`src/rtl/irq_vec_pkg.sv`:
```
package irq_vec_pkg;

   typedef enum logic [0:0] {
      PRIO_LOW  = 1'b0,
      PRIO_HIGH = 1'b1
   } prio_e;

   // in-service state: bit 0 = low level active, bit 1 = high level active
   localparam int unsigned SVC_W = 2;

   // A return clears the top active level first; a take then marks its level.
   function automatic logic [SVC_W-1:0] svc_next(
      input logic [SVC_W-1:0] cur,
      input logic             ret,
      input logic             take,
      input prio_e            lvl
   );
      logic [SVC_W-1:0] nxt;
      nxt = cur;
      if (ret) begin
         if (nxt[1]) nxt[1] = 1'b0;
         else        nxt[0] = 1'b0;
      end
      if (take) begin
         if (lvl == PRIO_HIGH) nxt[1] = 1'b1;
         else                  nxt[0] = 1'b1;
      end
      return nxt;
   endfunction

endpackage

```
`src/rtl/irq_vec_qualify.sv`:
```
module irq_vec_qualify #(
   parameter int NUM_SRC = 2
) (
   input  logic [NUM_SRC-1:0] req,
   input  logic [NUM_SRC-1:0] en,
   input  logic [NUM_SRC-1:0] hi,
   input  logic               glob,
   input  logic               svc_lo,
   input  logic               svc_hi,
   output logic [NUM_SRC-1:0] elig
);

   // high sources are only shut out by a high handler; low ones by any handler
   for (genvar g = 0; g < NUM_SRC; g++) begin : g_src
      logic level_ok;
      assign level_ok = hi[g] ? ~svc_hi : ~(svc_hi | svc_lo);
      assign elig[g]  = glob & en[g] & req[g] & level_ok;
   end

endmodule

```
`src/rtl/irq_vec_arbiter.sv`:
```
module irq_vec_arbiter
   import irq_vec_pkg::*;
#(
   parameter int NUM_SRC       = 2,
   parameter int TIE_LOW_FIRST = 1,
   parameter int IDX_W         = 1
) (
   input  logic [NUM_SRC-1:0] elig,
   input  logic [NUM_SRC-1:0] hi,
   output logic               found,
   output logic [IDX_W-1:0]   idx,
   output prio_e              prio
);

   // Scan in tie-break order; a later candidate wins only with strictly higher priority.
   if (TIE_LOW_FIRST != 0) begin : g_low_first
      always_comb begin
         found = 1'b0;
         idx   = '0;
         prio  = PRIO_LOW;
         for (int k = 0; k < NUM_SRC; k++) begin
            if (elig[k] && (!found || (hi[k] && prio == PRIO_LOW))) begin
               found = 1'b1;
               idx   = IDX_W'(k);
               prio  = hi[k] ? PRIO_HIGH : PRIO_LOW;
            end
         end
      end
   end else begin : g_high_first
      always_comb begin
         found = 1'b0;
         idx   = '0;
         prio  = PRIO_LOW;
         for (int k = NUM_SRC - 1; k >= 0; k--) begin
            if (elig[k] && (!found || (hi[k] && prio == PRIO_LOW))) begin
               found = 1'b1;
               idx   = IDX_W'(k);
               prio  = hi[k] ? PRIO_HIGH : PRIO_LOW;
            end
         end
      end
   end

endmodule

```
`src/rtl/irq_vec_svc.sv`:
```
module irq_vec_svc
   import irq_vec_pkg::*;
(
   input  logic  clk,
   input  logic  rst_n,
   input  logic  ret,
   input  logic  take,
   input  prio_e take_prio,
   output logic  svc_lo,
   output logic  svc_hi
);

   logic [SVC_W-1:0] svc_q;

   always_ff @(posedge clk or negedge rst_n) begin
      if (!rst_n) svc_q <= '0;
      else        svc_q <= svc_next(svc_q, ret, take, take_prio);
   end

   assign svc_lo = svc_q[0];
   assign svc_hi = svc_q[1];

endmodule

```
`src/rtl/irq_vec_ctl.sv`:
```
module irq_vec_ctl
   import irq_vec_pkg::*;
#(
   parameter int NUM_SRC       = 2,
   parameter int ADDR_W        = 16,
   parameter int VEC_BASE      = 3,
   parameter int SLOT_BYTES    = 8,
   parameter int TIE_LOW_FIRST = 1
) (
   input  logic               clk,
   input  logic               rst_n,
   input  logic [NUM_SRC-1:0] irq_req,
   input  logic               irq_glob_en,
   input  logic [NUM_SRC-1:0] irq_src_en,
   input  logic [NUM_SRC-1:0] irq_src_hi,
   input  logic               reti_stb,
   output logic               take_stb,
   output logic [ADDR_W-1:0]  take_vec,
   output logic [NUM_SRC-1:0] req_clr
);

   localparam int IDX_W = (NUM_SRC > 1) ? $clog2(NUM_SRC) : 1;

   if (NUM_SRC < 1 || NUM_SRC > 16) begin : g_bad_num
      $error("irq_vec_ctl: NUM_SRC must lie in 1..16");
   end
   if (ADDR_W < 4 || ADDR_W > 30) begin : g_bad_addr
      $error("irq_vec_ctl: ADDR_W must lie in 4..30");
   end
   if (SLOT_BYTES < 1 || VEC_BASE < 0) begin : g_bad_slot
      $error("irq_vec_ctl: SLOT_BYTES must be positive and VEC_BASE non-negative");
   end
   if (VEC_BASE + NUM_SRC * SLOT_BYTES > (1 << ADDR_W)) begin : g_bad_fit
      $error("irq_vec_ctl: vector slots exceed the address space");
   end

   logic [NUM_SRC-1:0] elig;
   logic               found;
   logic [IDX_W-1:0]   sel_idx;
   prio_e              sel_prio;
   logic               svc_lo;
   logic               svc_hi;
   logic [ADDR_W-1:0]  vec_calc;
   logic [NUM_SRC-1:0] clr_calc;

   irq_vec_qualify #(.NUM_SRC(NUM_SRC)) u_qual (
      .req    (irq_req),
      .en     (irq_src_en),
      .hi     (irq_src_hi),
      .glob   (irq_glob_en),
      .svc_lo (svc_lo),
      .svc_hi (svc_hi),
      .elig   (elig)
   );

   irq_vec_arbiter #(
      .NUM_SRC       (NUM_SRC),
      .TIE_LOW_FIRST (TIE_LOW_FIRST),
      .IDX_W         (IDX_W)
   ) u_arb (
      .elig  (elig),
      .hi    (irq_src_hi),
      .found (found),
      .idx   (sel_idx),
      .prio  (sel_prio)
   );

   irq_vec_svc u_svc (
      .clk       (clk),
      .rst_n     (rst_n),
      .ret       (reti_stb),
      .take      (found),
      .take_prio (sel_prio),
      .svc_lo    (svc_lo),
      .svc_hi    (svc_hi)
   );

   assign vec_calc = ADDR_W'(VEC_BASE) + ADDR_W'(sel_idx) * ADDR_W'(SLOT_BYTES);
   assign clr_calc = NUM_SRC'(1) << sel_idx;

   always_ff @(posedge clk or negedge rst_n) begin
      if (!rst_n) begin
         take_stb <= 1'b0;
         take_vec <= '0;
         req_clr  <= '0;
      end else begin
         take_stb <= found;
         take_vec <= found ? vec_calc : '0;
         req_clr  <= found ? clr_calc : '0;
      end
   end

endmodule

```
`config.mk`:
```
export PLATFORM = sky130hd
export DESIGN_NAME = irq_vec_ctl
export DESIGN_NICKNAME = d
export VERILOG_FILES = /design/src/rtl/irq_vec_pkg.sv /design/src/rtl/irq_vec_qualify.sv /design/src/rtl/irq_vec_arbiter.sv /design/src/rtl/irq_vec_svc.sv /design/src/rtl/irq_vec_ctl.sv
export SDC_FILE = /design/constraint.sdc
export NUM_CORES = 1
export LEC_CHECK = 0
export BUFFER_PORTS_ARGS = -buffer_cell sky130_fd_sc_hd__clkbuf_2
export CAP_MARGIN = 20
export CORE_AREA = 2 2 39 41
export CTS_CLUSTER_SIZE = 10
export DETAILED_ROUTE_END_ITERATION = 16
export DIE_AREA = 0 0 41 43
export HOLD_SLACK_MARGIN = 0.05
export PLACE_DENSITY = 0.66
export REMOVE_ABC_BUFFERS = 1
export SYNTH_ARGS = -nofsm -noshare
export SYNTH_HDL_FRONTEND = slang
export SYNTH_SLANG_ARGS = --single-unit
```
`constraint.sdc`:
```
create_clock -name clk -period 1.2 [get_ports clk]
set_clock_uncertainty 0.1 [all_clocks]
set_input_delay 0.06 -clock clk [delete_from_list [all_inputs] [get_ports clk]]
set_output_delay 0.06 -clock clk [all_outputs]
set_load 0.1 [all_outputs]
```
# Word-level counts from Yosys, hierarchy flattened
# Cells that the tools add are included.
# classes
n_addsub	1
shift	1
n_mux	16
n_bitwise	10
n_reduce_logical	4
# op_table
cell	count
$mux 1	12
$and 1x1->1	6
$mux 2	3
$add 2x4->5 const A	1
$mux 5	1
$not 1->1	3
$logic_and 1x1->1	2
$shl 1x1->2 const A	1
$logic_not 1->1	1
$logic_or 1x1->1	1
$or 1x1->1	1
# totals
ff_bits	10
input_bits	10
out_inout_bits	19
word_cells	36

# Longest topological paths before layout
# logic_depth
depth_word	12
mapped_depth	3

# Modules after synthesis
# Synthesis repeated with hierarchy kept, for this count alone.
# hier_totals
cells_unflattened	40
hier_area_um2	361.6
# modules_own_cells
mod	n_inst	cells_per_inst	area_per_inst_um2	seq_area_each_um2
irq_vec_ctl	1	22	215.2	75.1
irq_vec_svc	1	8	81.3	50.0
irq_vec_qualify	1	6	35.0	0.0
irq_vec_arbiter	1	4	30.0	0.0

# Worst setup path after synthesis
# No wires, ideal clock.
# synth_timing
path_type	reg2out
startpoint	register, netlist name take_vec[1]
endpoint	output port take_vec[0]
arrival_time_ns	1.341
setup_slack_ns	-0.301
stages_incl_launch_ff	2
n_path_buf	1
cell_sequence	dfrtp_1 -> buf_4
# synth_lines
element	line	rtl
end, declared	irq_vec_ctl.sv:18	output logic [ADDR_W-1:0] take_vec,

# Worst setup path in the final report
# layout_timing
startpoint	register u_svc.svc_q[1]
endpoint	register u_svc.svc_q[0]
# layout_via
elab_chain_len	12
elab_cells_between_ends	20
# layout_rtl
element	line	rtl
start, declared	irq_vec_svc.sv:13	logic [SVC_W-1:0] svc_q;
start signal, assigned	irq_vec_svc.sv:17	else svc_q <= svc_next(svc_q, ret, take, take_prio);
$or 1x1->1	irq_vec_qualify.sv:16	assign level_ok = hi[g] ? ~svc_hi : ~(svc_hi | svc_lo);
$not 1->1	irq_vec_qualify.sv:16	
$mux 1	irq_vec_qualify.sv:16	
$and 1x1->1	irq_vec_qualify.sv:17	assign elig[g] = glob & en[g] & req[g] & level_ok;
$mux 1	irq_vec_arbiter.sv:22	if (elig[k] && (!found || (hi[k] && prio == PRIO_LOW))) begin
$not 1->1	irq_vec_arbiter.sv:22	
$logic_and 1x1->1	irq_vec_arbiter.sv:22	
$logic_or 1x1->1	irq_vec_arbiter.sv:22	
$logic_and 1x1->1	irq_vec_arbiter.sv:22	
$mux 1	irq_vec_arbiter.sv:22	
$mux 1	irq_vec_pkg.sv:25	if (lvl == PRIO_HIGH) nxt[1] = 1'b1;
$mux 2 (*)	irq_vec_pkg.sv:24	if (take) begin
# Every way passes the cells marked *; elsewhere a longest branch is shown, timed or not.

==> summary.txt <==
Synth
  – Most used DFF post-synth: dfrtp_1
  – #FFs+latches synth: 5
  – Share of synthesized registers carrying an async set or reset: 100%
  – Synth top cells by count: 16 x buf_4, 5 x dfrtp_1, 4 x nand2_1
  – Synth area leaders: dfrtp_1 33%, buf_4 32%, and4b_1 5.3%
  – Post-synth EDFFs: 0
  – Top cell type's share of synthesized area: 32.9%
  – Average size of a mapped cell: just over 9 µm²
  – Synth Instances: 42
  – Synth area leader: dfrtp_1
  – Synth cell types: 15
  – Most common cell in the netlist: buf_4
  – Post-synthesis sequential area ratio: 32.9%
  – Cell area after synthesis: 380 µm²
  – YS warnings: 0

Timing
  – Period utilization: 105%
  – Minimum clock period: between 1 and 1.5 ns
  – Slew Limit Fails: 0
  – Final hold vios: 0
  – Final setup vio count: 3
  – Final WS setup: -0.0643 ns
  – Max Fclk: 0.791 GHz
  – Unrepaired setup endpoints after global routing: true

Placed design
  – Area after DPL: 498 µm²
  – Global placer's final weighted congestion: 0.895
  – # port buffers: 15
  – Dpl hpwl: 552 µm
  – Worst slack, placed: -0.103 ns

Floorplanning
  – Core area: 1380 µm²
  – DIE AREA: 1760 µm²
  – Die Span Y: about 43 µm
  – Die X: 41 µm
  – Initial Util: 27.5%
  – FP Rows: 14
  – Io pins: 29

Detailed routing
  – Final wirelength: 774 µm
  – 1st-pass router iterations: 5
  – Wire length per cell: 9.56 µm
  – DRT iter0 DRCs: 4
  – Routed Antenna Nets: 0
  – # DRC: 0
  – Vias per cell: 4.25
  – Total number of vias: 344

Hold path
  – HP Class: in -> async

Outcome
  – Status: finished with violations
  – Failing checks: negative setup slack

GRT
  – Global-route wire length before repair: approximately 1200 µm
  – Grt total ovfl: 0
  – Number of global-route vias before repair: 290
  – Pin count of the biggest net entering global routing: 6
  – Antenna violations before repair: 0
  – Total Routing Usage GR: 10.3%

Setup path
  – CP max stage cell: dfrtp_1
  – Crit-path max FO: 5
  – WP data required: roughly 1.2 ns
  – Worst-path cell chain: nand4b_1 -> a211oi_1 -> a311oi_1
  – Nature of the critical path endpoint: flip-flop
  – Critical Path Max Stage Delay: 0.41 ns
  – CP Buf/Inv Count: 0
  – Data arrival, critical path: 1.28 ns
  – CP Class: reg -> reg
  – CP startpoint kind: flip-flop
  – CP delay by family, top: flip-flops

Clock tree
  – Worst skew pair latency: 0.25 ns
  – H-Tree Depth: 1
  – CTS tree: built
  – CTS buffer count: 3
  – Clock transition at path regs: 0.04 ns
  – CTS root buffer: clkbuf_4
  – Clock sink count: 5
  – Clock Tree Buf Depth: 2

Cells and area
  – Area Growth Syn to Fin: 56.2%
  – Fraction of layout cells with a size suffix above 1: 35.4%
  – ANT cells: 0
  – Fin area: 594 µm²
  – Post-layout nets: between 70 and 80

Power and ir drop
  – Sw Pwr: about 0.42 mW
  – Leak: around 0.30 nW
  – Pint: 0.425 mW
  – Register share of total power: about a quarter
  – Power per cell area: approximately 1400 nW/µm²
  – Sw Share: between 40% and 50%
  – Logic pwr share: 51.9%
  – Maximum vdd drop: roughly 0.43 mV
  – Clock share of power: 23.6%

Flow run
  – Maxcap violations: 0
state kept, by name, summed over array words and instances (netlist names):
name and count:
u_svc.svc_q 2, req_clr 1, take_vec 2
logic make-up after synthesis:
family | after synthesis | share of synthesized area [%]
flip-flops | 5 | 32.9
other | 1 | 0.986
AND/OR/NAND/NOR | 11 | 18.7
buffers and inverters | 18 | 33.6
AO/OA/AOI/OAI | 7 | 13.8
stage by stage:
stage	cells	utilization (%)	TNS (ns)	hold slack [ns]	total power [mW]
global placement	70	36.0	-0.0619	-0.220	0.616
global route	81	42.9	-0.358	0.0873	0.884
finish	81	42.9	-0.0756	0.0699	0.844
detailed placement	70	36.0	-0.122	-0.219	0.620
CTS	80	42.1	-0.133	0.0589	0.840
floorplan	38	-	-4.00	-0.336	0.515
cell type report:
class | count | area, µm²
tap | 16 | 20.0
timing repair buffer | 23 | 238
inverter | 2 | 7.51
fill | 136 | 790
sequential | 5 | 125
multi-input combinational | 31 | 178
clock buffer | 4 | 26.3
layer usage:
metal / track usage (%) / vias up / share of wire, %
met2: 14.1 / 24 / 46
met3: 4.71 / 2 / 12
met1: 11.7 / 157 / 40
li1: - / 161 / -
met5: 0 / - / 0
met4: 8.00 / 0 / 1.8
cells in the final DEF (no fill, tap or decap):
master and instances:
a211oi_1 1, a21oi_1 1, a21oi_2 1, a222oi_1 1, a311oi_1 1, and4b_1 1
and4b_2 1, buf_12 6, buf_4 3, clkbuf_1 1, clkbuf_2 9, clkbuf_4 3
conb_1 13, dfrtp_1 5, dlygate4sd3_1 5, inv_1 2, nand2_1 4, nand2b_1 2
nand4b_1 1, o21a_1 1, o221ai_1 1, or2b_1 2
power groups by stage:
stage	Clock, mW	Sequential, mW	Combinational, mW
3_5_place_dp	0	0.207	0.413
6_report	0.199	0.206	0.439
3_3_place_gp	0	0.206	0.410
2_1_floorplan	0	0.300	0.215
5_1_grt	0.220	0.208	0.455
4_1_cts	0.207	0.205	0.428
repair_timing:
action	CTS	global route
endpoints found under the setup margin	4	4
buffers inserted	1	1
hold buffers	5	0
gates resized for setup	1	1
pin swaps	1	0
endpoints found under the hold margin	9	0
path summary, 6_finish.rpt:
| kind | from | endpoint | slack [ns] | depth (start not counted) |
|---|---|---|---|---|
| max | u_svc.svc_q[1]$_DFF_PN0_ | u_svc.svc_q[0]$_DFF_PN0_ | -0.06 | 3 |
| min | rst_n | take_vec[1]$_DFF_PN0_ | 0.07 | 2 |
| max reg2reg | u_svc.svc_q[1]$_DFF_PN0_ | u_svc.svc_q[0]$_DFF_PN0_ | -0.06 | 3 |
| min reg2reg | u_svc.svc_q[0]$_DFF_PN0_ | req_clr[0]$_DFF_PN0_ | 0.53 | 2 |
| max in group asynchronous | rst_n | req_clr[0]$_DFF_PN0_ | 0.80 | 2 |
| min in group clk | irq_src_hi[1] | take_vec[1]$_DFF_PN0_ | 0.09 | 4 |
Power figures use the tool's default switching activity.
